==> config.mk <==
export PLATFORM = sky130hd
export DESIGN_NAME = alu_flags_top
export DESIGN_NICKNAME = d
export VERILOG_FILES = /design/src/rtl/alu_flags_pkg.sv /design/src/rtl/alu_addsub.sv /design/src/rtl/alu_logic.sv /design/src/rtl/alu_shift.sv /design/src/rtl/alu_cond.sv /design/src/rtl/alu_flags_top.sv
export SDC_FILE = /design/constraint.sdc
export NUM_CORES = 1
export LEC_CHECK = 0
export BUFFER_PORTS_ARGS = -buffer_cell sky130_fd_sc_hd__buf_2
export CORE_UTILIZATION = 30
export DETAILED_ROUTE_END_ITERATION = 16
export SLEW_MARGIN = 20
export SYNTH_ARGS = -nofsm -noshare
export SYNTH_HDL_FRONTEND = slang
export SYNTH_HIERARCHICAL = 1
export SYNTH_SLANG_ARGS = --single-unit
==> constraint.sdc <==
create_clock -name clk -period 0.8 [get_ports clk]
set_input_delay 0.08 -clock clk [delete_from_list [all_inputs] [get_ports clk]]
set_output_delay 0.08 -clock clk [all_outputs]
set_load 0.02 [all_outputs]
==> src/rtl/alu_flags_pkg.sv <==
package alu_flags_pkg;

    typedef enum logic [3:0] {
        OP_ADD = 4'd0,
        OP_SUB = 4'd1,
        OP_ADC = 4'd2,
        OP_SBB = 4'd3,
        OP_CMP = 4'd4,
        OP_INC = 4'd5,
        OP_DEC = 4'd6,
        OP_NEG = 4'd7,
        OP_AND = 4'd8,
        OP_OR  = 4'd9,
        OP_XOR = 4'd10,
        OP_NOT = 4'd11,
        OP_SHL = 4'd12,
        OP_SHR = 4'd13,
        OP_SAR = 4'd14,
        OP_NOP = 4'd15
    } alu_op_e;

    typedef enum logic [3:0] {
        CC_OVF   = 4'd0,
        CC_NOVF  = 4'd1,
        CC_BLW   = 4'd2,
        CC_NBLW  = 4'd3,
        CC_EQ    = 4'd4,
        CC_NEQ   = 4'd5,
        CC_BLWEQ = 4'd6,
        CC_NEG   = 4'd7,
        CC_POS   = 4'd8,
        CC_LT    = 4'd9,
        CC_LE    = 4'd10,
        CC_GT    = 4'd11,
        CC_GE    = 4'd12
    } cond_e;

    // bit 3 overflow, bit 2 carry, bit 1 zero, bit 0 sign
    typedef struct packed {
        logic ovf;
        logic cry;
        logic zro;
        logic sgn;
    } flags_t;

endpackage

==> src/rtl/alu_addsub.sv <==
module alu_addsub #(
    parameter int W = 32
) (
    input  logic [W-1:0] x,
    input  logic [W-1:0] y,
    input  logic         sub,
    input  logic         cin,
    output logic [W-1:0] sum,
    output logic         cry,
    output logic         ovf
);
    logic [W-1:0] y_eff;
    logic         c_eff;
    logic         c_out;

    always_comb begin
        y_eff = sub ? ~y : y;
        c_eff = sub ? ~cin : cin;
        {c_out, sum} = {1'b0, x} + {1'b0, y_eff} + {{W{1'b0}}, c_eff};
        cry = sub ? ~c_out : c_out;
        ovf = (x[W-1] == y_eff[W-1]) && (sum[W-1] != x[W-1]);
    end
endmodule

==> src/rtl/alu_logic.sv <==
module alu_logic #(
    parameter int W = 32
) (
    input  alu_flags_pkg::alu_op_e op,
    input  logic [W-1:0]           a,
    input  logic [W-1:0]           b,
    output logic [W-1:0]           y
);
    import alu_flags_pkg::*;

    always_comb begin
        unique case (op)
            OP_AND:  y = a & b;
            OP_OR:   y = a | b;
            OP_XOR:  y = a ^ b;
            default: y = ~a;
        endcase
    end
endmodule

==> src/rtl/alu_shift.sv <==
module alu_shift #(
    parameter int W   = 32,
    localparam int SHW = $clog2(W)
) (
    input  logic [W-1:0]   a,
    input  logic [SHW-1:0] amt,
    input  logic           left,
    input  logic           arith,
    output logic [W-1:0]   y,
    output logic           last_out
);
    logic [W:0] lft [SHW+1];
    logic [W:0] rgt [SHW+1];
    logic       fill;

    assign fill   = arith & a[W-1];
    assign lft[0] = {1'b0, a};
    assign rgt[0] = {a, 1'b0};

    for (genvar k = 0; k < SHW; k++) begin : g_stage
        localparam int STEP = 1 << k;
        assign lft[k+1] = amt[k] ? {lft[k][W-STEP:0], {STEP{1'b0}}} : lft[k];
        assign rgt[k+1] = amt[k] ? {{STEP{fill}}, rgt[k][W:STEP]}   : rgt[k];
    end

    always_comb begin
        if (left) begin
            y        = lft[SHW][W-1:0];
            last_out = lft[SHW][W];
        end else begin
            y        = rgt[SHW][W:1];
            last_out = rgt[SHW][0];
        end
    end
endmodule

==> src/rtl/alu_cond.sv <==
module alu_cond (
    input  alu_flags_pkg::flags_t f,
    input  logic [3:0]            cc,
    output logic                  taken
);
    import alu_flags_pkg::*;

    logic lt;

    always_comb begin
        lt = f.sgn ^ f.ovf;
        case (cc)
            CC_OVF:   taken = f.ovf;
            CC_NOVF:  taken = ~f.ovf;
            CC_BLW:   taken = f.cry;
            CC_NBLW:  taken = ~f.cry;
            CC_EQ:    taken = f.zro;
            CC_NEQ:   taken = ~f.zro;
            CC_BLWEQ: taken = f.cry | f.zro;
            CC_NEG:   taken = f.sgn;
            CC_POS:   taken = ~f.sgn;
            CC_LT:    taken = lt;
            CC_LE:    taken = lt | f.zro;
            CC_GT:    taken = ~lt & ~f.zro;
            CC_GE:    taken = ~lt;
            default:  taken = 1'b0;
        endcase
    end
endmodule

==> src/rtl/alu_flags_top.sv <==
module alu_flags_top #(
    parameter int DATA_W = 32
) (
    input  logic              clk,
    input  logic              rst_n,
    input  logic [3:0]        op_i,
    input  logic [DATA_W-1:0] a_i,
    input  logic [DATA_W-1:0] b_i,
    input  logic [3:0]        flags_i,
    input  logic [3:0]        cond_i,
    output logic [DATA_W-1:0] result_o,
    output logic [3:0]        flags_o,
    output logic              result_we_o,
    output logic              flags_we_o,
    output logic              taken_o
);
    import alu_flags_pkg::*;

    localparam int SHW = $clog2(DATA_W);

    typedef struct packed {
        logic [DATA_W-1:0] res;
        flags_t            flg;
        logic              res_we;
        logic              flg_we;
        logic              taken;
    } out_t;

    out_t    nxt_d, out_q;
    alu_op_e op;
    flags_t  cur;

    assign op  = alu_op_e'(op_i);
    assign cur = flags_t'(flags_i);

    // adder operand steering
    logic [DATA_W-1:0] add_x, add_y, add_sum;
    logic              add_sub, add_cin, add_cry, add_ovf;

    always_comb begin
        add_x   = a_i;
        add_y   = b_i;
        add_sub = 1'b0;
        add_cin = 1'b0;
        case (op)
            OP_ADC: add_cin = cur.cry;
            OP_SUB, OP_CMP: add_sub = 1'b1;
            OP_SBB: begin
                add_sub = 1'b1;
                add_cin = cur.cry;
            end
            OP_INC: add_y = DATA_W'(1);
            OP_DEC: begin
                add_y   = DATA_W'(1);
                add_sub = 1'b1;
            end
            OP_NEG: begin
                add_x   = '0;
                add_y   = a_i;
                add_sub = 1'b1;
            end
            default: ;
        endcase
    end

    alu_addsub #(.W(DATA_W)) u_addsub (
        .x   (add_x),
        .y   (add_y),
        .sub (add_sub),
        .cin (add_cin),
        .sum (add_sum),
        .cry (add_cry),
        .ovf (add_ovf)
    );

    logic [DATA_W-1:0] log_y;

    alu_logic #(.W(DATA_W)) u_logic (
        .op (op),
        .a  (a_i),
        .b  (b_i),
        .y  (log_y)
    );

    logic [SHW-1:0]    sh_amt;
    logic [DATA_W-1:0] sh_y;
    logic              sh_last;

    assign sh_amt = b_i[SHW-1:0];

    alu_shift #(.W(DATA_W)) u_shift (
        .a        (a_i),
        .amt      (sh_amt),
        .left     (op == OP_SHL),
        .arith    (op == OP_SAR),
        .y        (sh_y),
        .last_out (sh_last)
    );

    logic br_taken;

    alu_cond u_cond (
        .f     (cur),
        .cc    (cond_i),
        .taken (br_taken)
    );

    always_comb begin
        nxt_d        = '0;
        nxt_d.flg    = cur;
        nxt_d.taken  = br_taken;
        unique case (op)
            OP_ADD, OP_SUB, OP_ADC, OP_SBB, OP_CMP, OP_NEG: begin
                nxt_d.res     = add_sum;
                nxt_d.res_we  = (op != OP_CMP);
                nxt_d.flg_we  = 1'b1;
                nxt_d.flg.ovf = add_ovf;
                nxt_d.flg.cry = add_cry;
            end
            OP_INC, OP_DEC: begin
                nxt_d.res     = add_sum;
                nxt_d.res_we  = 1'b1;
                nxt_d.flg_we  = 1'b1;
                nxt_d.flg.ovf = add_ovf;
            end
            OP_AND, OP_OR, OP_XOR: begin
                nxt_d.res     = log_y;
                nxt_d.res_we  = 1'b1;
                nxt_d.flg_we  = 1'b1;
                nxt_d.flg.ovf = 1'b0;
                nxt_d.flg.cry = 1'b0;
            end
            OP_NOT: begin
                nxt_d.res    = log_y;
                nxt_d.res_we = 1'b1;
            end
            OP_SHL, OP_SHR, OP_SAR: begin
                nxt_d.res    = sh_y;
                nxt_d.res_we = 1'b1;
                if (sh_amt != '0) begin
                    nxt_d.flg_we  = 1'b1;
                    nxt_d.flg.ovf = 1'b0;
                    nxt_d.flg.cry = sh_last;
                end
            end
            default: ;
        endcase
        if (nxt_d.flg_we) begin
            nxt_d.flg.zro = (nxt_d.res == '0);
            nxt_d.flg.sgn = nxt_d.res[DATA_W-1];
        end
    end

    always_ff @(posedge clk or negedge rst_n) begin
        if (!rst_n) out_q <= '0;
        else        out_q <= nxt_d;
    end

    assign result_o    = out_q.res;
    assign flags_o     = out_q.flg;
    assign result_we_o = out_q.res_we;
    assign flags_we_o  = out_q.flg_we;
    assign taken_o     = out_q.taken;
endmodule

# Word level (Yosys, flattened, before mapping)
# Index checks and enable logic that the tools add are counted.
# word_totals
elab_cells	100
regBits	39
output_inout_bits	39
inputBits	78
# classes
n_eq_ne	29
addsub	2
n_mux	29
bitwise	17
reduce_logical	15
# ops
operator	n
$mux W33	10
$pmux W32 S3	2
$mux W32	3
$not A32 Y32	2
$pmux W32 S2	1
$eq A4 B4 Y1 const B	12
$add A32 B32 Y33	1
$add A33 B1 Y33	1
$and A32 B32 Y32	1
$eq A4 B3 Y1 const B	8
$logic_not A32 Y1	1
$or A32 B32 Y32	1
$xor A32 B32 Y32	1
$eq A4 B2 Y1 const B	4
$pmux W1 S13	1
$reduce_or A11 Y1	1
$reduce_or A9 Y1	1
$eq A4 B1 Y1 const B	2
$logic_not A4 Y1	2
$reduce_or A8 Y1	1
$not A1 Y1	7
$mux W1	6
$pmux W1 S3	2
$reduce_or A3 Y1	2
14 further kinds	19

# Longest topological paths before layout
# logic_depth
ltp_word	11
depth_mapped	23
ltp_nobuf	18

# Modules after synthesis
# The synthesis kept the hierarchy.
# by_module_without_submodules
mod	seq_area_each_um2	instances	area_per_inst_um2	cells_per_inst
alu_shift	0.0	1	4386.7	500
alu_flags_top	975.9	1	2655.0	280
alu_addsub	0.0	1	2073.2	285
alu_logic	0.0	1	2043.2	293
alu_cond	0.0	1	197.7	24

# Least setup slack after synthesis
# Ideal clock, no wire load.
# synth_path
kind	input to register
start	input op_i[2]
end	register out_q (netlist bit flags_o[1])
cell_stages	22
required_time_ps	708
arrival_time_ps	4595
slack_ps	-3887
setup_ps	92
path_buffers	5
cell_sequence	buf_6 > buf_4 > clkbuf_1 > nor2_1 > nor3_1 > clkbuf_1 > clkbuf_1 > xor2_1 > fa_1 > fa_1 > a211oi_1 > o211ai_1 > nand3_1 > o211a_1 > a31o_2 > mux2i_1 > nor2_1 > nor2b_1 > a221o_1 > a2111oi_2 > nand3_1 > o31ai_2
# synth_lines
element	line	source
from (decl)	alu_flags_top.sv:6	input logic [3:0] op_i,
to (signal assigned)	alu_flags_top.sv:156	else out_q <= nxt_d;
to (decl)	alu_flags_top.sv:29	out_t nxt_d, out_q;

==> reports/metrics.cfg <==
[run_status]
status = complete, but fails checks
violations = setup timing

[setup_path]
cp-end-kind = flip-flop
crit_required_ps = 1000
crit_type = in2reg
critPathSlowestCell = or4_1
crit_chain = buf_8, nand2b_4, o21bai_4, buf_12, a22o_1, xor2_1, ha_1, o211ai_2, o211a_1, or4_4, a31oi_4, a311oi_1, nor3_2, xor2_1, or4_1, o21ai_1, nand3_1, o31ai_2
cpPeakStageDelay_ps = 510
cpMostUsedCell = xor2_1
cp-start-kind = primary input
arrival_ps = 3870
critPathMaxFanout = 15

[pwr]
p_leak_nw = 8.24
peakVddDrop_mv = 0.974
power_density_mw_per_mm2 = 1310

[finish]
area.growth.synth_to_final_pct = 54.2
drive_gt1_frac = 0.454
layout.nets = 2088
fin_area_mm2 = 0.0175
n_antenna_cell = 0
final_core_util = 0.474

[floorplanning]
rows = 70
dieWidth_um = 197
io_pins = 117
dieArea_mm2 = 0.0386
fp.dieH_um = 197
initial_utilization = 0.307
core_region_area_mm2 = 0.0370

[job]
max_cap_violations = 0

[logic_synthesis]
synth_area_mm2 = 0.0114
yosys_warnings = 6
async_reset_ff_frac = 1.00
syn_avg_cell_area_um2 = 8.22
ys.flop_type = dfrtp_1
netlist_instances = 1382
synth_fp_nets = 1557
ys_types = 96
yosysTopAreaCell = ha_1
yosys_register_bits = 39
synth_edf_count = 0
ys_seq_area_frac = 0.0859
ys_top_cells_by_area = ha_1 (10%), mux4_2 (8.9%), dfrtp_1 (8.6%)
netlist.area_leader.share = 0.105

[min_path]
worstHoldEndpoint = flags_o[0]
worst_hold_startpoint = flags_i[0]
hp-class = in2reg
hold-path-cell-count = 3

[global_routing]
grt_max_degree = 72
antenna_found_initial = 1
grt_pass1_vias = 13522
grt_pass1_wl_mm = 84.2
gr-total-overflow = 0
track_usage = 0.290

[route]
vias = 13756
via_per_inst = 5.69
ant_nets = 0
dr.pass1.iters = 6
wire_per_inst_um = 23.8
drcViolationCount = 0
wl_mm = 57.5
drt_iter0_drc = 1406

[clocking]
cts.sinks = 39
cts.path.max_buffers = 2
cts_root_buffer = clkbuf_16
cts_tree = built
clk_pin_slew_ps = 60
cts_made_buffers = 5
htreeDepth = 2

[sta]
finalCritPeriodShare = 4.59
max_freq_ghz = 0.272
final-setup-viol-count = 77
grt_setup_unrepaired = true
setup_ws_ps = -2870
hold_viol_final = 0
finalCriticalPeriod_ps = 3670
fin_hold_ws_ps = 222
maxSlewViolCount = 0
relSlewSlack = 0.462
worst_pin_slew_ps = 795
fin_tns_setup_ps = -82860

[place]
portBuffers = 116
postPlaceCellArea_mm2 = 0.0157
place.gp.congestion = 1.02
pre_cts_ws_ps = -3250
hpwlAfterDp_mm = 46.3

## registers in the layout, summed over array words and instances, names as in the netlist
signal	flops
flags_we_o	1
result_o	32
flags_o	4
taken_o	1
result_we_o	1
## where the power goes
group | switching (mW) | total [mW] | internal (mW)
logic | 9.10 | 17.9 | 8.82
clock network | 0.789 | 2.27 | 1.48
registers | 0.246 | 2.70 | 2.46
total | 10.1 | 22.9 | 12.8
## Yosys cell counts (21+ instances only)
cell        n
a22o_1     33
o21ai_0    79
nor2_1    108
nand2_1    94
mux2_2     28
clkbuf_1   50
o211ai_1   21
buf_2      26
mux2i_1    80
xor2_1     54
a32oi_1    33
nor2b_1    72
inv_1      79
a21oi_1    86
dfrtp_1    39
ha_1       95
mux4_2     45
## what timing repair did
action,CTS,global route
pin swaps,33,32
setup buffers,22,19
cloned,2,3
hold endpoints to repair,39,0
setup endpoints to repair,78,78
gates resized for setup,222,67
hold buffers,1,0
## critical path: cells and delay by family
family	cells	cell delay, ps
simple gates	5	1460
buf+inv	2	260
xor+xnor	2	290
fa+ha+maj	1	360
compound gates	8	1400
## layout make-up
type | count | area [um2]
Fill cell | 3644 | 19400
Sequential cell | 39 | 976
Clock buffer | 5 | 125
Timing Repair Buffer | 651 | 5400
Inverter | 81 | 304
Clock inverter | 3 | 46.3
Tap cell | 504 | 631
Multi-Input combinational cell | 1135 | 10000
## metal layers
| layer | track usage | vias up | part of all wire |
|---|---|---|---|
| met1 | 0.387 | 6738 | 0.43 |
| met3 | 0.0462 | 108 | 0.077 |
| li1 | - | 6229 | - |
| met2 | 0.458 | 681 | 0.44 |
| met4 | 0.129 | 0 | 0.049 |
| met5 | 0 | - | 0 |
## cells in the final DEF (no fill, tap or decap), drive strengths merged, types with 17 or more instances in the layout
| cell | netlist | layout |
|---|---|---|
| inv | 81 | 82 |
| o21ai | 93 | 93 |
| a22o | 33 | 33 |
| a211oi | 20 | 20 |
| mux2 | 37 | 37 |
| mux4 | 62 | 62 |
| buf | 61 | 646 |
| ha | 95 | 95 |
| nor2 | 109 | 109 |
| nand2 | 95 | 95 |
| a21oi | 86 | 86 |
| a32oi | 33 | 33 |
| o211ai | 22 | 22 |
| xor2 | 54 | 54 |
| dfrtp | 39 | 39 |
| nor2b | 72 | 72 |
| mux2i | 80 | 80 |
| a31oi | 17 | 17 |
| nor3 | 18 | 18 |
## cells by family after synthesis
group | synth area share
AOI/OAI and AO/OA | 0.256
DFF | 0.0859
muxes | 0.236
buffers and inverters | 0.0989
and+or+nand+nor | 0.162
adders and majority gates | 0.108
xor gates and xnor gates | 0.0524
## how the worst max path moves through the flow
stage,from,to,slack [ps],depth (start not counted)
global route,op_i[3],flags_o[1],-3040,20
floorplan,op_i[2],flags_o[1],-3110,23
finish,op_i[3],flags_o[1],-2870,18
global placement,op_i[3],flags_o[1],-3180,19
detailed placement,op_i[3],flags_o[1],-3250,18
CTS,op_i[3],flags_o[1],-2760,18
## stage by stage
step | power [mW] | cells
final | 22.9 | 2418
after global routing | 24.0 | 2418
after CTS | 21.8 | 2400
after detailed placement | 17.6 | 2368
after global placement | 17.4 | 2368
after floorplan | 10.2 | 1382
(Power assumes the default switching activity.)
